<file path="config.mk">
export PLATFORM = sky130hd
export DESIGN_NAME = sw_reg_bridge
export DESIGN_NICKNAME = d
export VERILOG_FILES = /design/src/rtl/sw_reg_bridge.sv
export SDC_FILE = /design/constraint.sdc
export NUM_CORES = 1
export LEC_CHECK = 0
export BUFFER_PORTS_ARGS = -buffer_cell sky130_fd_sc_hd__buf_2
export CAP_MARGIN = 10
export CORE_MARGIN = 3
export CORE_UTILIZATION = 40
export CTS_CLUSTER_DIAMETER = 40
export CTS_CLUSTER_SIZE = 30
export DETAILED_ROUTE_END_ITERATION = 16
export PLACE_DENSITY_LB_ADDON = 0.12
export SYNTH_ARGS = -nofsm -noshare
export SYNTH_HDL_FRONTEND = slang
export SYNTH_SLANG_ARGS = --single-unit
export TNS_END_PERCENT = 30
</file>
<file path="constraint.sdc">
create_clock -name clk -period 2.95 [get_ports clk]
set_clock_uncertainty 0.1 [all_clocks]
set_input_delay 0.295 -clock clk [delete_from_list [all_inputs] [get_ports clk]]
set_output_delay 0.295 -clock clk [all_outputs]
set_load 0.005 [all_outputs]
</file>
<file path="src/rtl/sw_reg_bridge.sv">
module sw_reg_bridge #(
  parameter int AW = 8,
  parameter int TMO_CYCLES = 256
) (
  input  logic          clk,
  input  logic          rst_n,
  input  logic [AW-1:0] hb_addr,
  input  logic          hb_we,
  input  logic [31:0]   hb_wdata,
  output logic [31:0]   hb_rdata,
  input  logic          int_busy,
  input  logic          sw_init_done,
  output logic          sw_req,
  output logic          sw_write,
  output logic [7:0]    sw_page,
  output logic [7:0]    sw_reg,
  output logic [63:0]   sw_wdata,
  input  logic [63:0]   sw_rdata,
  input  logic          sw_done
);
  localparam int TW = $clog2(TMO_CYCLES + 1);
  localparam logic [AW-1:0] A_CMD  = AW'(8'h2C);
  localparam logic [AW-1:0] A_WDH  = AW'(8'h30);
  localparam logic [AW-1:0] A_WDL  = AW'(8'h34);
  localparam logic [AW-1:0] A_RDH  = AW'(8'h38);
  localparam logic [AW-1:0] A_RDL  = AW'(8'h3C);
  localparam logic [AW-1:0] A_CTRL = AW'(8'h40);

  logic          req_q, grant_q, busy_q, wr_q;
  logic [7:0]    page_q, reg_q;
  logic [31:0]   wd_hi, wd_lo, rd_hi, rd_lo;
  logic [TW-1:0] tmo_q;

  wire cmd_hit  = hb_we && (hb_addr == A_CMD);
  wire abort    = cmd_hit && grant_q && hb_wdata[2];
  wire start_ok = cmd_hit && grant_q && !busy_q && !hb_wdata[2];
  wire finish   = busy_q && sw_done;
  wire expire   = busy_q && !sw_done && (tmo_q == TW'(TMO_CYCLES - 1));

  always_ff @(posedge clk) begin
    if (!rst_n) begin
      req_q   <= 1'b0;
      grant_q <= 1'b0;
      wd_hi   <= '0;
      wd_lo   <= '0;
    end else begin
      if (hb_we && hb_addr == A_CTRL) req_q <= hb_wdata[3];
      if (hb_we && hb_addr == A_WDH)  wd_hi <= hb_wdata;
      if (hb_we && hb_addr == A_WDL)  wd_lo <= hb_wdata;
      grant_q <= req_q && (grant_q || !int_busy);
    end
  end

  always_ff @(posedge clk) begin
    if (!rst_n) begin
      busy_q <= 1'b0;
      wr_q   <= 1'b0;
      page_q <= '0;
      reg_q  <= '0;
      tmo_q  <= '0;
      rd_hi  <= '0;
      rd_lo  <= '0;
    end else if (abort) begin
      busy_q <= 1'b0;
      tmo_q  <= '0;
      rd_hi  <= '0;
      rd_lo  <= '0;
    end else if (start_ok) begin
      busy_q <= hb_wdata[0];
      wr_q   <= hb_wdata[1];
      page_q <= hb_wdata[31:24];
      reg_q  <= hb_wdata[23:16];
      tmo_q  <= '0;
    end else if (finish) begin
      busy_q <= 1'b0;
      tmo_q  <= '0;
      if (!wr_q) begin
        rd_hi <= sw_rdata[63:32];
        rd_lo <= sw_rdata[31:0];
      end
    end else if (expire) begin
      busy_q <= 1'b0;
      tmo_q  <= '0;
    end else if (busy_q) begin
      tmo_q  <= tmo_q + 1'b1;
    end
  end

  assign sw_req   = busy_q;
  assign sw_write = wr_q;
  assign sw_page  = page_q;
  assign sw_reg   = reg_q;
  assign sw_wdata = {wd_hi, wd_lo};

  always_comb begin
    case (hb_addr)
      A_CMD:   hb_rdata = {page_q, reg_q, 13'b0, 1'b0, wr_q, busy_q};
      A_WDH:   hb_rdata = wd_hi;
      A_WDL:   hb_rdata = wd_lo;
      A_RDH:   hb_rdata = rd_hi;
      A_RDL:   hb_rdata = rd_lo;
      A_CTRL:  hb_rdata = {25'b0, sw_init_done, 1'b0, grant_q, req_q, 3'b0};
      default: hb_rdata = '0;
    endcase
  end


  grant_needs_req_chk: assert property (@(posedge clk) disable iff (!rst_n)
    $rose(grant_q) |-> ($past(req_q) && !$past(int_busy)));

  grant_release_chk: assert property (@(posedge clk) disable iff (!rst_n)
    !req_q |=> !grant_q);

  cmd_without_grant_chk: assert property (@(posedge clk) disable iff (!rst_n)
    (cmd_hit && !grant_q && !busy_q) |=> !sw_req);

  done_clears_go_chk: assert property (@(posedge clk) disable iff (!rst_n)
    (sw_req && sw_done) |=> !sw_req);

  rd_words_hold_chk: assert property (@(posedge clk) disable iff (!rst_n)
    (!(sw_req && sw_done && !sw_write) && !abort) |=> $stable({rd_hi, rd_lo}));

  timeout_bound_chk: assert property (@(posedge clk) disable iff (!rst_n)
    sw_req |-> (tmo_q < TW'(TMO_CYCLES)));

  abort_clears_chk: assert property (@(posedge clk) disable iff (!rst_n)
    abort |=> (!sw_req && rd_hi == 32'h0 && rd_lo == 32'h0));
endmodule

</file>
Word level (Yosys, flattened, before mapping)
Index checks and enable logic that the tools add are counted.

$add $sub $neg: 1. Equal/unequal tests: 7. Muxes and demuxes: 4. Bitwise operators: 4. Reduce and logical (&&, ||, !) cells: 22.

Operator list (number): $pmux 32 s6 (1); $eq 8x6->1 const B (5); $logic_and 1x1->1 (12); $add 9x1->9 const B (1); $eq 9x8->1 const B (1); $eq 8x7->1 const B (1); $reduce_or 5->1 (1); $logic_not 1->1 (4); $not 1->1 (4); $mux 1 (3); $reduce_and 3->1 (1); $reduce_bool 3->1 (1); $reduce_and 2->1 (1); $reduce_or 2->1 (1); $logic_or 1x1->1 (1).

Register bits: 157. Output and inout port bits: 114.

Logic depth before layout (Yosys ltp)
Depth in word-level cells: 7. Depth in mapped cells: 7. Mapped depth without buffers: 7.

Least setup slack after synthesis
OpenSTA, ideal clock, no wires.

Path type: input port to output port. From: input port hb_addr[3]. To: output port hb_rdata[17]. Arrival time: 1708 ps. Path slack: 847 ps. Stages on the path: 4. Buffers on the path: 2. Cells stage by stage: buf_2 > buf_1 > mux4_2 > a22o_1.

Cells in the longest elaborated chain, start to end: 2.

RTL lines: from (decl) (RTL line 7) `input logic [AW-1:0] hb_addr,`; $eq 8x7->1 or $eq 8x6->1 (tied branches) (RTL line 96) `case (hb_addr)`; $pmux 32 s6 * (RTL line 96); to (decl) (RTL line 10) `output logic [31:0] hb_rdata,`.

Every way passes the cells marked *; elsewhere a longest branch is shown, timed or not.

Final worst setup path
From: input port hb_addr[4]. To: output port hb_rdata[3].

Same word-level chain as after synthesis.

==> metrics <==
CP endpoint kind output port; I/O pin count 224; CTS buffer count 17; Synth area leaders dfxtp_1 (44%), nand2_1 (13%), mux2i_1 (12%); # setup viols final 0; nets@finish 1050; maxcap violations 0; worst reg-to-reg path cell count 7; Sw Ratio 20.3%; Finished Layout Cells 1176; hold_sp sw_rdata[10]; setup slack, reg-to-reg 1000 ps; Max Fanout on Critical Path 7; pin count of the biggest net entering global routing 76; Slew Viols, Final 0; TritonCTS clock tree built; antenna violations before repair 1; Netlist Area Pre-Place 7130 um^2; clock power share 50.6%; CTS sink cnt 157; #FFs+latches synth 157; Synthesized Nets 842; vias in the first global route 6193; Final Cycle Share 80.4%; die area 19500 um^2; WP data required 2560 ps; Hold Path Cell Cnt 3; CP Launch Type primary input; Pint 3.81 mW; clock-pin slew on the worst setup and hold paths 60 ps; relative slew slack 55.8%; post-synth top area cell dfxtp_1; Seq/Total Area, Yosys 44.1%; Die Height 140 um; NetSw 0.969 mW; most common cell in the netlist nand2_1; final hold vios 0; PortBufs 223; post-placement cell count 1141; Initial Util 41.1%; DRT Wirelength 20.7 mm; pwr/cell area 525 nW/um^2; Hold Path End rd_lo[10]$_SDFFE_PP0P_; hold crit path type in -> reg; Mapped Cells 730; Post-synth ARST share 0%; Die Width 140 um; layout cells sized above 1 37.7%; gr ovfl total 0; post-route ant nets 0; Vias/cell 5.14; H-tree lvl count 4; Fill cells 1658; GP Congestion 0.797; status finished, final reports clean; maximum root-to-sink buffer count 2; DR vias 6039; Reg power frac 44.4%; First-pass DRT Iterations 4; crit path DAT 1980 ps; Highest Clock Rate 0.422 GHz; WS Path Type in -> out; area taken by multi-input logic gates 3650 um^2; Placement Rows 48; top_reg_cell synth dfxtp_1; Syn Area/Cell 9.77 um^2; Worst R2R End tmo_q[8]$_SDFFE_PP0P_; Area Growth Syn to Fin 27.6%; GRT Total Usage 21.4%; DR WL/cell 17.6 um; RSZ-0062 raised after global routing false; register area 3140 um^2; Ys Warns 0; Fin Setup TNS 0 ps; worst r2r src tmo_q[0]$_SDFFE_PP0P_; Worst Tran Pin Value 663 ps; later-pin clock latency in the skew report 410 ps; Yosys top cell area share 44.1%; first-pass GRT wire length 33.4 mm; fin crit period 2370 ps; Distinct cells, synth 40; Residual DRC 0; Combinational Power Share 4.9%; Leakage Power 4.15 nW; Post-DP HPWL 14.4 mm; Worst VDD drop 384 uV; core footprint 17400 um^2; most common library cells after synthesis nand2_1 (247), dfxtp_1 (157), mux2i_1 (83); post-CTS setup buffer count 0; EDFF count, synth 0; initial DRC count 322; CTS root buf clkbuf_16
[critical path, cell delays in order]
cell    delay, ps
buf_2         100
or4_1         720
nor4_1        510
a22o_1        230
buf_2         110
[how the worst max path moves through the flow]
stage | start | end | slack, ps | depth (start not counted)
final | hb_addr[4] | hb_rdata[3] | 580 | 5
after global routing | hb_addr[4] | hb_rdata[3] | 470 | 5
after CTS | hb_addr[4] | hb_rdata[3] | 570 | 5
after detailed placement | hb_addr[3] | rd_lo[9]$_SDFFE_PP0P_ | 570 | 5
after global placement | hb_addr[4] | hb_rdata[3] | 560 | 5
after floorplan | hb_addr[3] | hb_rdata[17] | 850 | 4
[layout by cell type (no fill, tap or decap), types with 4 or more instances in the layout]
cell type | Yosys | final
nand2_1 | 247 | 247
buf_2 | 11 | 222
dfxtp_1 | 157 | 157
mux2i_1 | 83 | 83
a21oi_2 | 50 | 50
mux4_2 | 32 | 32
a22o_1 | 21 | 21
clkbuf_16 | 0 | 17
a21oi_1 | 16 | 16
buf_4 | 2 | 16
and3_1 | 11 | 11
inv_1 | 5 | 5
nor3_1 | 6 | 5
bufinv_16 | 0 | 5
buf_12 | 5 | 5
nand4_1 | 4 | 4
nor2_1 | 4 | 4
o21ai_0 | 4 | 4
clkbuf_8 | 0 | 4
clkbuf_1 | 34 | 4
[per-stage QoR]
stage | utilization [%] | power (mW) | hold slack [ps] | area, um^2 | setup WS, ps
after floorplan | - | 2.29 | 288 | 7130 | 847
after global placement | 48.5 | 2.41 | 339 | 8420 | 557
after detailed placement | 48.5 | 2.40 | 349 | 8420 | 572
after CTS | 52.4 | 4.82 | 2.22 | 9100 | 567
after global routing | 52.4 | 4.94 | 7.02 | 9100 | 466
final | 52.5 | 4.78 | 21.8 | 9100 | 579
[what timing repair did]
action                                 4_1_cts  5_1_grt
setup endpoints to repair                    0        0
endpoints found under the hold margin        3        0
resized for setup                            0        0
hold buffers                                 3        0
[cell families (layout without fill, tap and decap cells)]
family	after synthesis	in the layout	share of synthesized area [%]
and+or+nand+nor	293	293	17.1
DFF	157	157	44.1
adders and majority gates	2	2	0.351
xor gates and xnor gates	4	4	0.491
muxes	115	115	21.7
other	0	1	0
buffers and inverters	62	282	4.91
AOI/OAI and AO/OA	97	97	11.3
[metal layers]
layer | global-route usage, % | wire (um) | up-vias | part of all wire [%]
li1 | - | - | 2947 | -
met1 | 29.6 | 9660 | 2867 | 47
met2 | 33.7 | 9550 | 199 | 46
met3 | 4.95 | 1190 | 24 | 5.7
met4 | 6.12 | 315 | 2 | 1.5
met5 | 0 | 13 | - | 0.063
[cell type report]
type	count	area share, %
clock buffer	25	5.44
antenna	1	0.0275
multi-input combinational	511	40.1
inverter	5	0.206
clock inverter	6	1.70
sequential	157	34.5
timing repair buffer	246	15.0
tap	225	3.09
[power by group through the flow]
stage | Combinational (mW) | Sequential (mW) | Clock, mW
final | 0.236 | 2.12 | 2.42
after global routing | 0.259 | 2.12 | 2.56
after CTS | 0.239 | 2.12 | 2.46
after detailed placement | 0.235 | 2.17 | 0
after global placement | 0.238 | 2.17 | 0
after floorplan | 0.126 | 2.17 | 0
No activity file was read; power rests on OpenSTA's default activity.
